File: src/rtl/txpool_pkg.sv
package txpool_pkg;
    // command register bit positions (bit order is decoded behaviour)
    localparam int C_ACKRX  = 7;
    localparam int C_RXRST  = 6;
    localparam int C_REPEAT = 5;
    localparam int C_TXRST  = 4;
    localparam int C_SENDFR = 3;
    localparam int C_SENDTR = 2;
    localparam int C_MSGEND = 1;
    localparam int C_SIGRST = 0;

    typedef enum logic [1:0] {
        ST_LOAD  = 2'd0,
        ST_SEND  = 2'd1,
        ST_CYCLE = 2'd2
    } tx_state_e;
endpackage

File: src/rtl/txpool_buf.sv
module txpool_buf #(
    parameter int DEPTH = 32,
    parameter int CW    = $clog2(DEPTH + 1),
    parameter int IW    = $clog2(DEPTH)
) (
    input  logic          clk,
    input  logic          rst_n,
    input  logic          clr,
    input  logic          wr_en,
    input  logic          wr_word,
    input  logic [15:0]   wr_data,
    input  logic [IW-1:0] rd_idx,
    output logic [7:0]    rd_byte,
    output logic [CW-1:0] count
);
    logic [7:0]    mem [DEPTH];
    logic          fit_byte;
    logic          fit_word;
    logic [IW-1:0] wr_idx;
    logic [IW-1:0] wr_idx_hi;

    assign fit_byte  = (count < CW'(DEPTH));
    assign fit_word  = (count <= CW'(DEPTH - 2));
    assign wr_idx    = count[IW-1:0];
    assign wr_idx_hi = wr_idx + IW'(1);
    assign rd_byte   = mem[rd_idx];

    always_ff @(posedge clk) begin
        if (wr_en && !clr) begin
            if (wr_word && fit_word) begin
                mem[wr_idx]    <= wr_data[7:0];
                mem[wr_idx_hi] <= wr_data[15:8];
            end else if (!wr_word && fit_byte) begin
                mem[wr_idx]    <= wr_data[7:0];
            end
        end
    end

    always_ff @(posedge clk) begin
        if (!rst_n || clr) begin
            count <= '0;
        end else if (wr_en) begin
            if (wr_word && fit_word)
                count <= count + CW'(2);
            else if (!wr_word && fit_byte)
                count <= count + CW'(1);
        end
    end
endmodule

File: src/rtl/txpool_ser.sv
module txpool_ser #(
    parameter int DEPTH = 32,
    parameter int CW    = $clog2(DEPTH + 1),
    parameter int IW    = $clog2(DEPTH)
) (
    input  logic          clk,
    input  logic          rst_n,
    input  logic          run,
    input  logic          wrap,
    input  logic          bit_en,
    input  logic [CW-1:0] count,
    input  logic [7:0]    rd_byte,
    output logic [IW-1:0] rd_idx,
    output logic          tx,
    output logic          last_bit
);
    logic [2:0] bit_cnt;
    logic       last_byte;
    logic       byte_end;

    assign last_byte = ((CW'(rd_idx) + CW'(1)) == count);
    assign byte_end  = (bit_cnt == 3'd7);
    assign last_bit  = run && bit_en && byte_end && last_byte && !wrap;

    always_ff @(posedge clk) begin
        if (!rst_n || !run) begin
            bit_cnt <= '0;
            rd_idx  <= '0;
            tx      <= 1'b1;
        end else if (bit_en) begin
            tx      <= rd_byte[bit_cnt];
            bit_cnt <= bit_cnt + 3'd1;
            if (byte_end)
                rd_idx <= last_byte ? '0 : rd_idx + IW'(1);
        end
    end
endmodule

File: src/rtl/txpool_fsm.sv
module txpool_fsm
    import txpool_pkg::*;
#(
    parameter int DEPTH = 32,
    parameter int CW    = $clog2(DEPTH + 1)
) (
    input  logic          clk,
    input  logic          rst_n,
    input  logic          cmd_wr,
    input  logic [7:0]    cmd_data,
    input  logic [CW-1:0] count,
    input  logic          last_bit,
    input  logic          irq_ack,
    output tx_state_e     state,
    output logic          clr,
    output logic          irq
);
    tx_state_e state_nx;
    logic      set_irq;
    logic      stop_cmd;
    logic      have_data;
    logic      cmd_unused;

    assign stop_cmd   = cmd_wr && (cmd_data[C_TXRST] || cmd_data[C_SIGRST]);
    assign have_data  = (count != '0);
    assign cmd_unused = ^{cmd_data[C_ACKRX], cmd_data[C_RXRST], cmd_data[C_MSGEND]};

    always_comb begin
        state_nx = state;
        clr      = 1'b0;
        set_irq  = 1'b0;
        unique case (state)
            ST_LOAD: begin
                if (stop_cmd) begin
                    clr     = 1'b1;
                    set_irq = 1'b1;
                end else if (cmd_wr && have_data && cmd_data[C_SENDTR] && cmd_data[C_REPEAT]) begin
                    state_nx = ST_CYCLE;
                end else if (cmd_wr && have_data && (cmd_data[C_SENDTR] || cmd_data[C_SENDFR])) begin
                    state_nx = ST_SEND;
                end
            end
            ST_SEND: begin
                if (stop_cmd || last_bit) begin
                    state_nx = ST_LOAD;
                    clr      = 1'b1;
                    set_irq  = 1'b1;
                end
            end
            ST_CYCLE: begin
                if (stop_cmd || (cmd_wr && !cmd_data[C_REPEAT])) begin
                    state_nx = ST_LOAD;
                    clr      = 1'b1;
                    set_irq  = 1'b1;
                end
            end
            default: begin
                state_nx = ST_LOAD;
                clr      = 1'b1;
            end
        endcase
    end

    always_ff @(posedge clk) begin
        if (!rst_n) state <= ST_LOAD;
        else        state <= state_nx;
    end

    always_ff @(posedge clk) begin
        if (!rst_n)       irq <= 1'b1;
        else if (set_irq) irq <= 1'b1;
        else if (irq_ack) irq <= 1'b0;
    end
endmodule

File: src/rtl/txpool_top.sv
module txpool_top
    import txpool_pkg::*;
#(
    parameter int DEPTH = 32,
    localparam int CW   = $clog2(DEPTH + 1),
    localparam int IW   = $clog2(DEPTH)
) (
    input  logic        clk,
    input  logic        rst_n,
    input  logic        fifo_wr,
    input  logic        fifo_word,
    input  logic [15:0] fifo_data,
    input  logic        cmd_wr,
    input  logic [7:0]  cmd_data,
    input  logic        irq_ack,
    input  logic        tx_bit_en,
    output logic        tx_serial,
    output logic        pool_irq
);
    tx_state_e     state;
    logic          clr;
    logic          last_bit;
    logic [CW-1:0] count;
    logic [IW-1:0] rd_idx;
    logic [7:0]    rd_byte;
    logic          run;
    logic          wrap;
    logic          load_wr;

    assign run     = (state != ST_LOAD);
    assign wrap    = (state == ST_CYCLE);
    assign load_wr = fifo_wr && (state == ST_LOAD);

    txpool_fsm #(.DEPTH(DEPTH), .CW(CW)) u_fsm (
        .clk(clk), .rst_n(rst_n), .cmd_wr(cmd_wr), .cmd_data(cmd_data),
        .count(count), .last_bit(last_bit), .irq_ack(irq_ack),
        .state(state), .clr(clr), .irq(pool_irq)
    );

    txpool_buf #(.DEPTH(DEPTH), .CW(CW), .IW(IW)) u_buf (
        .clk(clk), .rst_n(rst_n), .clr(clr), .wr_en(load_wr),
        .wr_word(fifo_word), .wr_data(fifo_data), .rd_idx(rd_idx),
        .rd_byte(rd_byte), .count(count)
    );

    txpool_ser #(.DEPTH(DEPTH), .CW(CW), .IW(IW)) u_ser (
        .clk(clk), .rst_n(rst_n), .run(run), .wrap(wrap), .bit_en(tx_bit_en),
        .count(count), .rd_byte(rd_byte), .rd_idx(rd_idx),
        .tx(tx_serial), .last_bit(last_bit)
    );
endmodule

File: config.mk
export PLATFORM = sky130hd
export DESIGN_NAME = txpool_top
export DESIGN_NICKNAME = d
export VERILOG_FILES = /design/src/rtl/txpool_pkg.sv /design/src/rtl/txpool_buf.sv /design/src/rtl/txpool_ser.sv /design/src/rtl/txpool_fsm.sv /design/src/rtl/txpool_top.sv
export SDC_FILE = /design/constraint.sdc
export NUM_CORES = 1
export LEC_CHECK = 0
export BUFFER_PORTS_ARGS = -buffer_cell sky130_fd_sc_hd__buf_2
export CORE_MARGIN = 10
export CORE_UTILIZATION = 45
export DETAILED_ROUTE_END_ITERATION = 10
export HOLD_SLACK_MARGIN = 0.08
export PLACE_DENSITY_LB_ADDON = 0.15
export SYNTH_ARGS = -nofsm -noshare
export SYNTH_HDL_FRONTEND = slang
export SYNTH_SLANG_ARGS = --single-unit
File: constraint.sdc
create_clock -name clk -period 4.6 [get_ports clk]
set_input_delay 0.46 -clock clk [delete_from_list [all_inputs] [get_ports clk]]
set_output_delay 0.46 -clock clk [all_outputs]
set_load 0.02 [all_outputs]
==> Yosys cells after proc, flatten, opt, wreduce, memory -nomap -nowiden <==
Memories as Yosys holds them, arrays and structs flattened. A register that Yosys moved wholly into a read port is not among the register bits.
Index checks and enable logic that the tools add are counted.
{ "classes": {"add_sub_neg": 6, "n_lt_le_gt_ge": 3, "eq_ne": 8, "n_mux": 26, "bitwise_logic": 2, "reduce_logical": 34} }
{ "op_table": {"columns": ["cell", "count"], "rows": [
  ["$mux W5", 3],
  ["$logic_and A1 B1 Y1", 14],
  ["$mux W6", 2],
  ["$mux W1", 11],
  ["$add A5 B1 Y5 const B", 2],
  ["$mux W2", 5],
  ["$mux W8", 1],
  ["$add A5 B1 Y6 const B", 1],
  ["$add A6 B1 Y6 const B", 1],
  ["$add A6 B2 Y6 const B", 1],
  ["$eq A6 B6 Y1", 1],
  ["$le A6 B5 Y1 const B", 1],
  ["$logic_not A1 Y1", 6],
  ["$logic_or A1 B1 Y1", 6],
  ["$lt A6 B6 Y1 const B", 1],
  ["$pmux W1 S3", 2],
  ["$pmux W2 S3", 1],
  ["$reduce_bool A6 Y1", 1],
  ["$lt A3 B4 Y1 const B", 1],
  ["$ne A2 B2 Y1 const B", 2],
  ["$reduce_and A2 Y1", 2],
  ["$reduce_and A4 Y1", 1],
  ["$reduce_bool A2 Y1", 2],
  ["$add A3 B1 Y3 const B", 1],
  ["10 further kinds", 10]
]} }
{ "word_totals": {"ff_bits": 18, "mem_bits_rw": 256, "in_bits": 31, "output_inout_bits": 2, "n_memories": 1} }
{ "mem_list": {"columns": ["memory", "words", "word_bits", "read_ports", "rd_clocked_by_memory_dff", "write_ports", "line_no", "source"], "rows": [
  ["u_buf.mem", 32, 8, 1, 1, 2, "txpool_buf.sv:16", "logic [7:0] mem [DEPTH];"]
]} }

==> Depth between registers and ports, before layout <==
Gate-level depths: netlist of the first run.
{ "logic_depth": {"ltp_word": 13, "ltp_mapped": 10, "depth_no_buf": 8} }

==> Hierarchy <==
Synthesis of the first run repeated with hierarchy kept, for this count alone.
{ "unflattened": {"hier_cells": 962, "hier_area_um2": 15179.6} }
{ "by_module_without_submodules": {"columns": ["mod", "n_inst", "cells_each", "area_per_inst_um2"], "rows": [
  ["txpool_buf", 1, 859, 14310.0],
  ["txpool_ser", 1, 66, 615.6],
  ["txpool_fsm", 1, 34, 231.5],
  ["txpool_top", 1, 3, 22.5]
]} }

==> Least setup slack after synthesis of the first run <==
Ideal clock, no wire load.
{ "synth_timing": {"path_kind": "register to register", "from": "register u_buf.count[1]", "to": "memory u_buf.mem[6][0], enable pin", "arrival_ns": 2.612, "path_slack_ns": 1.604, "path_stages_with_launch": 7, "n_path_buf": 0, "path_cell_list": "dfxtp_1 -> ha_1 -> nand2_1 -> xnor2_2 -> nor3_1 -> nand2_4 -> o21ai_0"} }
{ "synth_lines": {"columns": ["item", "line_no", "source"], "rows": [
  ["start: declaration", "txpool_buf.sv:14", "output logic [CW-1:0] count"],
  ["start signal: assignment", "txpool_buf.sv:44", "count <= count + CW'(2);"],
  ["start signal: assignment", "txpool_buf.sv:46", "count <= count + CW'(1);"],
  ["end: declaration", "txpool_buf.sv:16", null]
]} }

==> results, run 1 <==
- The number of H-tree levels is 1.
- Synthesis produced a netlist whose cell count is 1043.
- The core box area is 33360 um2.
- Once the floorplan was initialized, standard cells occupied 45.35% of the core.
- The final number of max-transition violations is 0.
- After synthesis, the share of cell area in mux cells is 28.99%.
- From bottom edge to top edge, the die measures 203.4 um.
- After detailed routing, the total wire length is 43270 um.
- The required time of the worst setup path is 4.78 ns.
- After synthesis, the largest family of logic cells by area is multiplexers.
- The number of failing setup endpoints in the final timing report is 0.
- The number of global-route vias before repair is 9344.
- The last weighted congestion value of the routability-driven placer is 0.8804.
- The share of layout cells above drive strength 1 is 36.91%.
- The area share of xor/xnor cells in the synthesized design is 1.025%.
- Setup repair after global routing left no endpoint under its margin.
- The worst-case reg-to-reg path depth is 8.
- The post-detailed-route via-to-cell ratio is 6.065.
- The mean post-synth cell area is 14.51 um2.
- With fillers left out, the area of the finished cells amounts to 16670 um2.
- Counting flops with an async set or reset pin after synthesis yields a share of 0%.
- The share of the synthesized area in the top cell type is 50.81%.
- The post-detailed-placement half-perimeter wirelength is 27200 um.
- The count of port buffers added during placement is 29.
- The worst path meets setup with 0.9203 ns of slack.
- Across every metal layer, demand over resource in global routing totals 20.63%.
- After detailed routing, the average wire length per cell comes to 28.41 um.
- Leaving out fill and tap cells, the most frequent cells in the layout are sky130_fd_sc_hd__edfxtp_1 (256), sky130_fd_sc_hd__mux2_2 (190), sky130_fd_sc_hd__mux2_1 (70), sky130_fd_sc_hd__mux4_2 (51).
- The netlist uses 63 different library cells.
- The overall overflow remaining after global route is 0.
- The flow ran to the end, and the final reports show no timing, DRC or antenna violations.
- The ratio of total power to cell area is 326.2 nW/um2.
- In the routed design, unresolved DRC markers number 0.
- The area of the die is 41360 um2.
- VDD sags by at most 0.2820 mV.
- The placed instances occupy a cell area of 15720 um2.
- The category of the worst setup path capture point is a flop.
- The detailed router finished its first iteration with 702 violations.
- The post-route clock skew is 0.01201 ns.
- In this run, synthesis produced a sequential element count of 279.
- The number of nets with antenna violations after routing is 0.
- The site row count is 67.
- The worst pin sits at a relative slew slack of 6.544%.
- The clock passes through at most 3 buffers.
- The critical-path maximum fanout is 11.
- Clock latency on the worst-skew pair, taken at its later pin, is 0.56 ns.
- Data arrives at the worst endpoint at 3.86 ns.
- The worst hold slack across all endpoints is 0.1155 ns.
- Measured along the x axis, the die boundary spans 203.4 um.
- The first-pass GRT wire length is 63660 um.
- The pin slew with the least headroom to its limit is 1.387 ns.
- Of the total synthesized cell area, the portion taken by full adders, half adders and majority gates is 0.9096%.
- The setup total negative slack is 0 ns.
- The root buffer cell is sky130_fd_sc_hd__clkbuf_16.
- Summing the areas of all and, or, nand and nor instances in the mapped netlist gives 7.666% of the synthesized area.
- The leakage dissipation is 0.005587 uW.
- The kind of start point of the critical path is a flop.
- The tightest min-delay check is of the in2reg type.
- Buffers added to address setup during post-CTS repair amount to 0.
- The number of antenna violations at the first check in global routing is 0.
- In the post-synthesis netlist, the biggest area contributors are sky130_fd_sc_hd__edfxtp_1 (51%), sky130_fd_sc_hd__mux2_2 (14%), sky130_fd_sc_hd__mux4_2 (7.6%).
- The most frequently used flop master after synthesis is sky130_fd_sc_hd__edfxtp_1.
- After clock tree synthesis, the clock-pin slew on the worst setup and hold paths is 0.06 ns.
- The complex-gate fraction of the synthesized area is 4.804%.
- The cell type with the highest aggregate area in the netlist is sky130_fd_sc_hd__edfxtp_1.
- The maximum number of pins on one net before global-route repair is 33.
- The total nets after synthesis is 1085.
- Across all layers, the routed design uses 9237 vias.
- In this run, synthesis inferred 256 flip-flops with an integrated enable.
- The clock buffer count from CTS is 31.
- The TritonCTS clock tree is done.
- The number of top-level pins is 33.
- The hold buffer count at CTS is 0.
- For this run, the top clock speed supported by timing is 0.2718 GHz.
- The setup path with the least slack is of type reg2reg.
- The post-synth design cell area is 15130 um2.
- The Yosys step of the flow raised 0 warnings.
- The worst hold path passes through 2 cells.
- After layout, the worst path uses 79.99% of the clock period.
- The detailed-routing iteration count for the pre-antenna-repair pass is 5.
- At the end of the flow, the number of nets in the layout was 1091.
- The final count of hold timing violations is 0.
- The tool flagged a number of max-cap violations equal to 0.
- At the placement stage, the worst setup path has a slack of 0.9214 ns.
- From synthesis to final layout, the design area changed by 10.20%.
- The total number of clock tree sinks is 279.
- The most common library cell in the layout ignoring fill and taps is sky130_fd_sc_hd__edfxtp_1.
- After synthesis, flip-flops and latches occupy 53.85% of the total area.
- The post-cts resize count is 0.
- The clock period could shrink to 3.680 ns.
## cells by family after synthesis
logic type / Yosys count
mux: 342
flops: 279
simple gates: 184
compound gates: 111
buf+inv: 100
xor+xnor: 16
fa+ha+maj: 11
## registers in the layout, indices dropped and copies added (netlist names), named ones only
signal / cells
u_ser.bit_cnt: 3
u_buf.count: 6
u_ser.tx: 1
u_fsm.irq: 1
u_ser.rd_idx: 5
u_buf.mem: 256
u_fsm.state: 2
## report_power, final
group          switching (uW)  total (uW)  internal [uW]
clock                    1010        2350           1340
sequential               6.98        2790           2780
combinational             181         297            116
## per-stage QoR
stage / total power (uW) / utilization [%] / cells
3_3_place_gp: 3129 / 47.11 / 1463
4_1_cts: 5471 / 49.92 / 1520
3_5_place_dp: 3136 / 47.11 / 1463
2_1_floorplan: 3031 / - / 1043
5_1_grt: 5600 / 49.96 / 1521
6_report: 5439 / 49.97 / 1523
## cell usage after synthesis, types with 5 or more instances
cell	number
sky130_fd_sc_hd__a2111oi_0	7
sky130_fd_sc_hd__edfxtp_1	256
sky130_fd_sc_hd__ha_1	11
sky130_fd_sc_hd__o21ai_0	27
sky130_fd_sc_hd__mux2i_1	31
sky130_fd_sc_hd__nor2_2	8
sky130_fd_sc_hd__nand4_1	5
sky130_fd_sc_hd__nor2b_1	6
sky130_fd_sc_hd__nor2_1	31
sky130_fd_sc_hd__a21oi_1	18
sky130_fd_sc_hd__clkbuf_1	71
sky130_fd_sc_hd__buf_1	5
sky130_fd_sc_hd__o221ai_1	6
sky130_fd_sc_hd__mux2_2	190
sky130_fd_sc_hd__nor3_1	10
sky130_fd_sc_hd__nand2_4	20
sky130_fd_sc_hd__o21bai_1	8
sky130_fd_sc_hd__nand2_1	36
sky130_fd_sc_hd__dfxtp_1	23
sky130_fd_sc_hd__nand2b_1	11
sky130_fd_sc_hd__a31oi_1	5
sky130_fd_sc_hd__and3_1	6
sky130_fd_sc_hd__nand3_1	20
sky130_fd_sc_hd__inv_1	7
sky130_fd_sc_hd__o22ai_1	16
sky130_fd_sc_hd__buf_2	8
sky130_fd_sc_hd__buf_4	6
sky130_fd_sc_hd__mux2_1	70
sky130_fd_sc_hd__xnor2_1	12
sky130_fd_sc_hd__nor3_4	8
sky130_fd_sc_hd__mux4_2	51
## layout make-up
class,count,area [um2]
Fill cell,2962,16690
Sequential cell,279,8153
Multi-Input combinational cell,664,6573
Clock buffer,39,805.8
Tap cell,448,560.5
Timing Repair Buffer,65,415.4
Clock inverter,18,131.4
Inverter,8,30.03
Antenna cell,2,5.005
## critical path: stages, from the launching register on
cell and delay (ns):
sky130_fd_sc_hd__dfxtp_1 0.56, sky130_fd_sc_hd__ha_1 0.32, sky130_fd_sc_hd__nor2b_1 0.20, sky130_fd_sc_hd__o21ai_0 0.12
sky130_fd_sc_hd__or2_4 0.28, sky130_fd_sc_hd__nor3b_4 0.54, sky130_fd_sc_hd__nand2_4 0.23, sky130_fd_sc_hd__nor3_4 0.52
sky130_fd_sc_hd__o21bai_1 0.51
## worst paths after layout
check | startpoint | end | slack (ns)
worst max-delay path | u_buf.count[1]$_SDFFE_PP0P_ | u_buf.mem[21][1]$_DFFE_PP_ | 0.92
worst min-delay path | rst_n | u_fsm.irq$_SDFFE_PP1P_ | 0.12
worst max register to register | u_buf.count[1]$_SDFFE_PP0P_ | u_buf.mem[21][1]$_DFFE_PP_ | 0.92
worst min register to register | u_fsm.irq$_SDFFE_PP1P_ | u_fsm.irq$_SDFFE_PP1P_ | 0.47
## routing by layer
metal / vias to the layer above / wire [um] / part of all wire, % / track usage [%]
li1: 4093 / - / - / -
met5: - / 0 / 0 / 0
met1: 4808 / 18720 / 43 / 27.77
met3: 67 / 2205 / 5.1 / 3.125
met4: 0 / 1129 / 2.6 / 5.649
met2: 269 / 21220 / 49 / 34.11
(Power assumes the default switching activity.)
==> run 2: changes to the inputs <==
ABC_AREA = 1   (was default)
clock period = 3 ns   (was 4.6 ns; I/O delays follow)
==> run 2 against run 1 <==
  * Clock power increased by 68%
  * Total power grew 69%
  * Cell count is 70% higher
  * Global-route usage up 4.4 points
  * Critical path depth is 5 higher
  * Combinational power grew to 3.2 times the previous value
  * Sequential share of layout area shrank 5.2 points
  * Critical path type unchanged
  * Largest power group unchanged
==> results, run 2 <==
- At the placement stage, the worst setup path has a slack of 0.1052 ns.
- Once detail routing completed, the nets flagged for antenna violations numbered 0.
- STA classifies the critical path startpoint as a flop.
- At the pin with the least slew margin, the transition time is 1.200 ns.
- The deepest clock path buffer count is 3.
- Of the cells placed in the final design, the portion with a size suffix greater than 1 is 12.53%.
- Once placement finished, the instance area stood at 17520 um2.
- Counting flops per register, the top entry is u_buf.mem.
- The number of top-level pins is 33.
- The smallest clock period supported by the final layout is computed as 2.825 ns.
- The number of maximum-capacitance violations is 0.
- The final antenna diode count is 0.
- The synthesized netlist devotes 0.8260% of its cell area to adder and majority cells.
- A synthesized cell averages 7.927 um2.
- The post-route clock skew is 0.008749 ns.
- Relative to the synthesized area, the layout overhead comes to 11.86%.
- The largest family of logic cells by synthesized area is simple AND/OR/NAND/NOR gates.
- The startpoint identified for the worst hold timing path is cmd_data[2].
- The most frequently used flop master after synthesis is sky130_fd_sc_hd__edfxtp_1.
- The total detailed-routing wirelength is 57760 um.
- The worst-case reg-to-reg path depth is 13.
- The total number of clock tree sinks is 279.
- Using the TritonRoute via totals, the vias-per-cell ratio works out to 6.082.
- Synthesis produced a netlist with a net count of 2144.
- The number of antenna violations at the first check in global routing is 0.
- The post-synthesis share of cell area spent on and, or, nand and nor gates is 43.10%.
- The path with the worst hold slack has its endpoint at u_fsm.state[0]$_SDFFE_PN0P_.
- The synthesized design contains 256 enable-type register cells.
- The die covers 45120 um2.
- The register with the most flip-flops in the layout has 256 of them.
- The tree is rooted in a sky130_fd_sc_hd__clkbuf_16.
- The cell count of the worst hold path is 4.
- The cell with the most instances after synthesis is sky130_fd_sc_hd__nand2_1.
- The worst slew margin relative to its limit is 19.88%.
- The worst setup path is captured at a flop.
- The worst-path cell with the longest stage delay is sky130_fd_sc_hd__dfxtp_1.
- The largest incremental delay on the critical path is 0.42 ns.
- Traced cell by cell, the critical path runs through ha_1, nand3_1, xor2_1, nand2_1, nand2_1, nor2_1, nand3_1, nand2_1, nand2_1, nand3_2, nor2_1, nand3_1, nand2_1.
- By area the synthesized netlist is led by sky130_fd_sc_hd__edfxtp_1 (46%), sky130_fd_sc_hd__nand2_1 (20%), sky130_fd_sc_hd__nand4_1 (10%).
- Of the synthesized area, sequential elements account for 48.90%.
- The remaining design rule violation count is 0.
- The synthesized instance count is 2102.
- Entering global routing, the biggest net connects 129 pins.
- The critical path arrival is 3.05 ns.
- The count of port buffers added during placement is 29.
- After detailed routing, the average wire length per cell comes to 22.36 um.
- The final count of hold timing violations came to 0.
- Along the worst path, the maximum fanout reaches 8.
- The core box area is 36610 um2.
- In this run the static leakage power is 0.007633 uW.
- The effective utilization at floorplan is 45.51%.
- The site row count is 70.
- The clock-pin transition on the worst setup and hold timing paths is 0.06 ns.
- Setup repair after global routing could not meet its margin everywhere.
- After clock tree synthesis, the setup repair step added 0 buffers.
- After Yosys synthesis, XOR and XNOR cells account for 0.2628% of the synthesized area.
- Across all hold checks on the routed design, the worst slack comes to 0.1107 ns.
- The number of failing setup endpoints in the final timing report is 0.
- The run finished with clean final reports.
- The largest registers in the layout are u_buf.mem x256, u_buf.count x6, u_ser.rd_idx x5.
- The startpoint-to-endpoint class of the critical path is reg2reg.
- Leaving out fill and tap cells, the most frequent cell in the layout is sky130_fd_sc_hd__nand2_1.
- The cell area after layout is 18640 um2.
- The period utilization is 94.15%.
- The required time of the worst setup path is 3.22 ns.
- The clock reaches the later pin of the worst-skew pair after 0.57 ns.
- The commonest cells after synthesis are sky130_fd_sc_hd__nand2_1 (903), sky130_fd_sc_hd__nand4_1 (268), sky130_fd_sc_hd__nand3_1 (263), sky130_fd_sc_hd__edfxtp_1 (256), sky130_fd_sc_hd__clkbuf_1 (105).
- The number of global-route vias before repair came to 14.45k.
- In the layout the commonest cells are sky130_fd_sc_hd__nand2_1 (893), sky130_fd_sc_hd__nand4_1 (268), sky130_fd_sc_hd__nand3_1 (263), sky130_fd_sc_hd__edfxtp_1 (256), sky130_fd_sc_hd__buf_4 (83).
- The all-layer global routing usage is 25.06%.
- The number of violations reported at the end of detailed-routing iteration 0 is 2144.
- Summed over all instances, the cell type with the most area after synthesis is sky130_fd_sc_hd__edfxtp_1.
- The first global-routing pass estimated 86710 um of wire.
- The largest delay contributor family on the critical path is simple AND/OR/NAND/NOR gates.
- The source of the worst register-to-register timing path is u_ser.rd_idx[0]$_SDFFE_PP0P_.
- The floorplan die width is 212.4 um.
- Across all setup checks in the final design, the least slack found is 0.1754 ns.
- The final number of max-transition violations is 0.
- The TritonCTS clock tree is done.
- The share of synthesized area in the top cell type comes to 46.14%.
- The clock buffer count from CTS is 30.
- The overall overflow remaining after global route is 0.
- The detailed-routing iteration count for the pre-antenna-repair pass is 6.
- The number of H-tree levels is 1.
- In this run the worst hold path is classified as in2reg.
- The setup slack of the worst register-to-register path is 0.18 ns.
- For this run, the number of Yosys warnings is 0.
- The post-synth design cell area is 16660 um2.
- Together, buffers and inverters on the worst path number 0.
- The complex-gate fraction of the synthesized area is 1.269%.
- For this run, the post-layout net count is 2133.
- The worst-case IR drop observed on VDD is 0.4548 mV.
- The ratio of total power to cell area is 493.8 nW/um2.
- For this run, the top clock speed supported by timing is 0.3540 GHz.
- The mux cell area share after synthesis is 0%.
- The post-synthesis cell type count is 31.
- The critical register-to-register path endpoint is u_buf.mem[14][2]$_DFFE_PP_.
- After synthesis, the share of flip-flops with an asynchronous set or reset is 0%.
- The die is 212.4 um tall.
- The last weighted congestion value of the routability-driven placer is 0.9125.
- Detailed routing inserted a total of 15.71k vias.
- The total of flip-flops plus latches after synthesis is 279.
- Once detailed placement completed, the half-perimeter wirelength came to 34850 um.
- The cell that appears most often on the critical path is sky130_fd_sc_hd__nand2_1.
[run 2: logic make-up (layout without fill, tap and decap cells)]
family                     count (synthesis)  after routing
xor gates and xnor gates                   5              5
DFF                                      279            279
AOI/OAI and AO/OA                         36             36
buffers and inverters                    222            235
adders and majority gates                 11             11
and+or+nand+nor                         1549           1549
[run 2: worst max-delay path by stage]
stage / cells after the start / from / to
3_3_place_gp: 13 / u_ser.rd_idx[0]$_SDFFE_PP0P_ / u_buf.mem[27][1]$_DFFE_PP_
2_1_floorplan: 12 / u_ser.rd_idx[0]$_SDFFE_PP0P_ / u_buf.mem[10][0]$_DFFE_PP_
3_5_place_dp: 13 / u_ser.rd_idx[0]$_SDFFE_PP0P_ / u_buf.mem[26][6]$_DFFE_PP_
5_1_grt: 13 / u_ser.rd_idx[0]$_SDFFE_PP0P_ / u_buf.mem[29][0]$_DFFE_PP_
6_report: 13 / u_ser.rd_idx[0]$_SDFFE_PP0P_ / u_buf.mem[14][2]$_DFFE_PP_
4_1_cts: 13 / u_ser.rd_idx[0]$_SDFFE_PP0P_ / u_buf.mem[26][1]$_DFFE_PP_
[run 2: layer usage]
layer  wire length [um]  vias to the layer above  GRT usage [%]
met4               2103                        0          9.183
met2              26970                      844          40.76
met5                  0                        -              0
met3               5364                      151          2.945
li1                   -                     7277              -
met1              23320                     7437          33.69
[run 2: layout make-up]
class	count	area, um2
flip-flops and latches	279	8153
inverters	50	188.9
multi-input cells	1601	7622
well taps	468	585.6
clock inverters	19	231.5
fillers	3522	17970
clock buffers	37	798.3
repair buffers	129	1060
[run 2: power breakdown]
group / switching [uW] / internal [uW] / leakage (uW)
clock network: 1570 / 2380 / 0.000499
logic: 728 / 231 / 0.00464
registers: 13.4 / 4280 / 0.00249
total: 2310 / 6890 / 0.00763
[run 2: per-stage QoR]
step / utilization [%] / std cells / setup TNS [ns] / total power, uW
floorplan: - / 2102 / 0 / 4955
global placement: 47.86 / 2523 / 0 / 5275
detailed placement: 47.86 / 2523 / 0 / 5294
CTS: 50.79 / 2583 / 0 / 9199
global route: 50.91 / 2583 / -1.718 / 9425
finish: 50.91 / 2583 / 0 / 9204
[run 2: worst register-to-register path, delay by kind of cell, from the launching register on]
kind          cells  cell delay [ns]
xor+xnor          1             0.19
fa+ha+maj         1             0.22
flops             1             0.42
simple gates     11             1.66
[run 2: what timing repair did]
item                                    CTS  global route
endpoints found under the hold margin     5             0
hold buffers                              4             0
endpoints found under the setup margin    0           127
gates resized for setup                   0            16
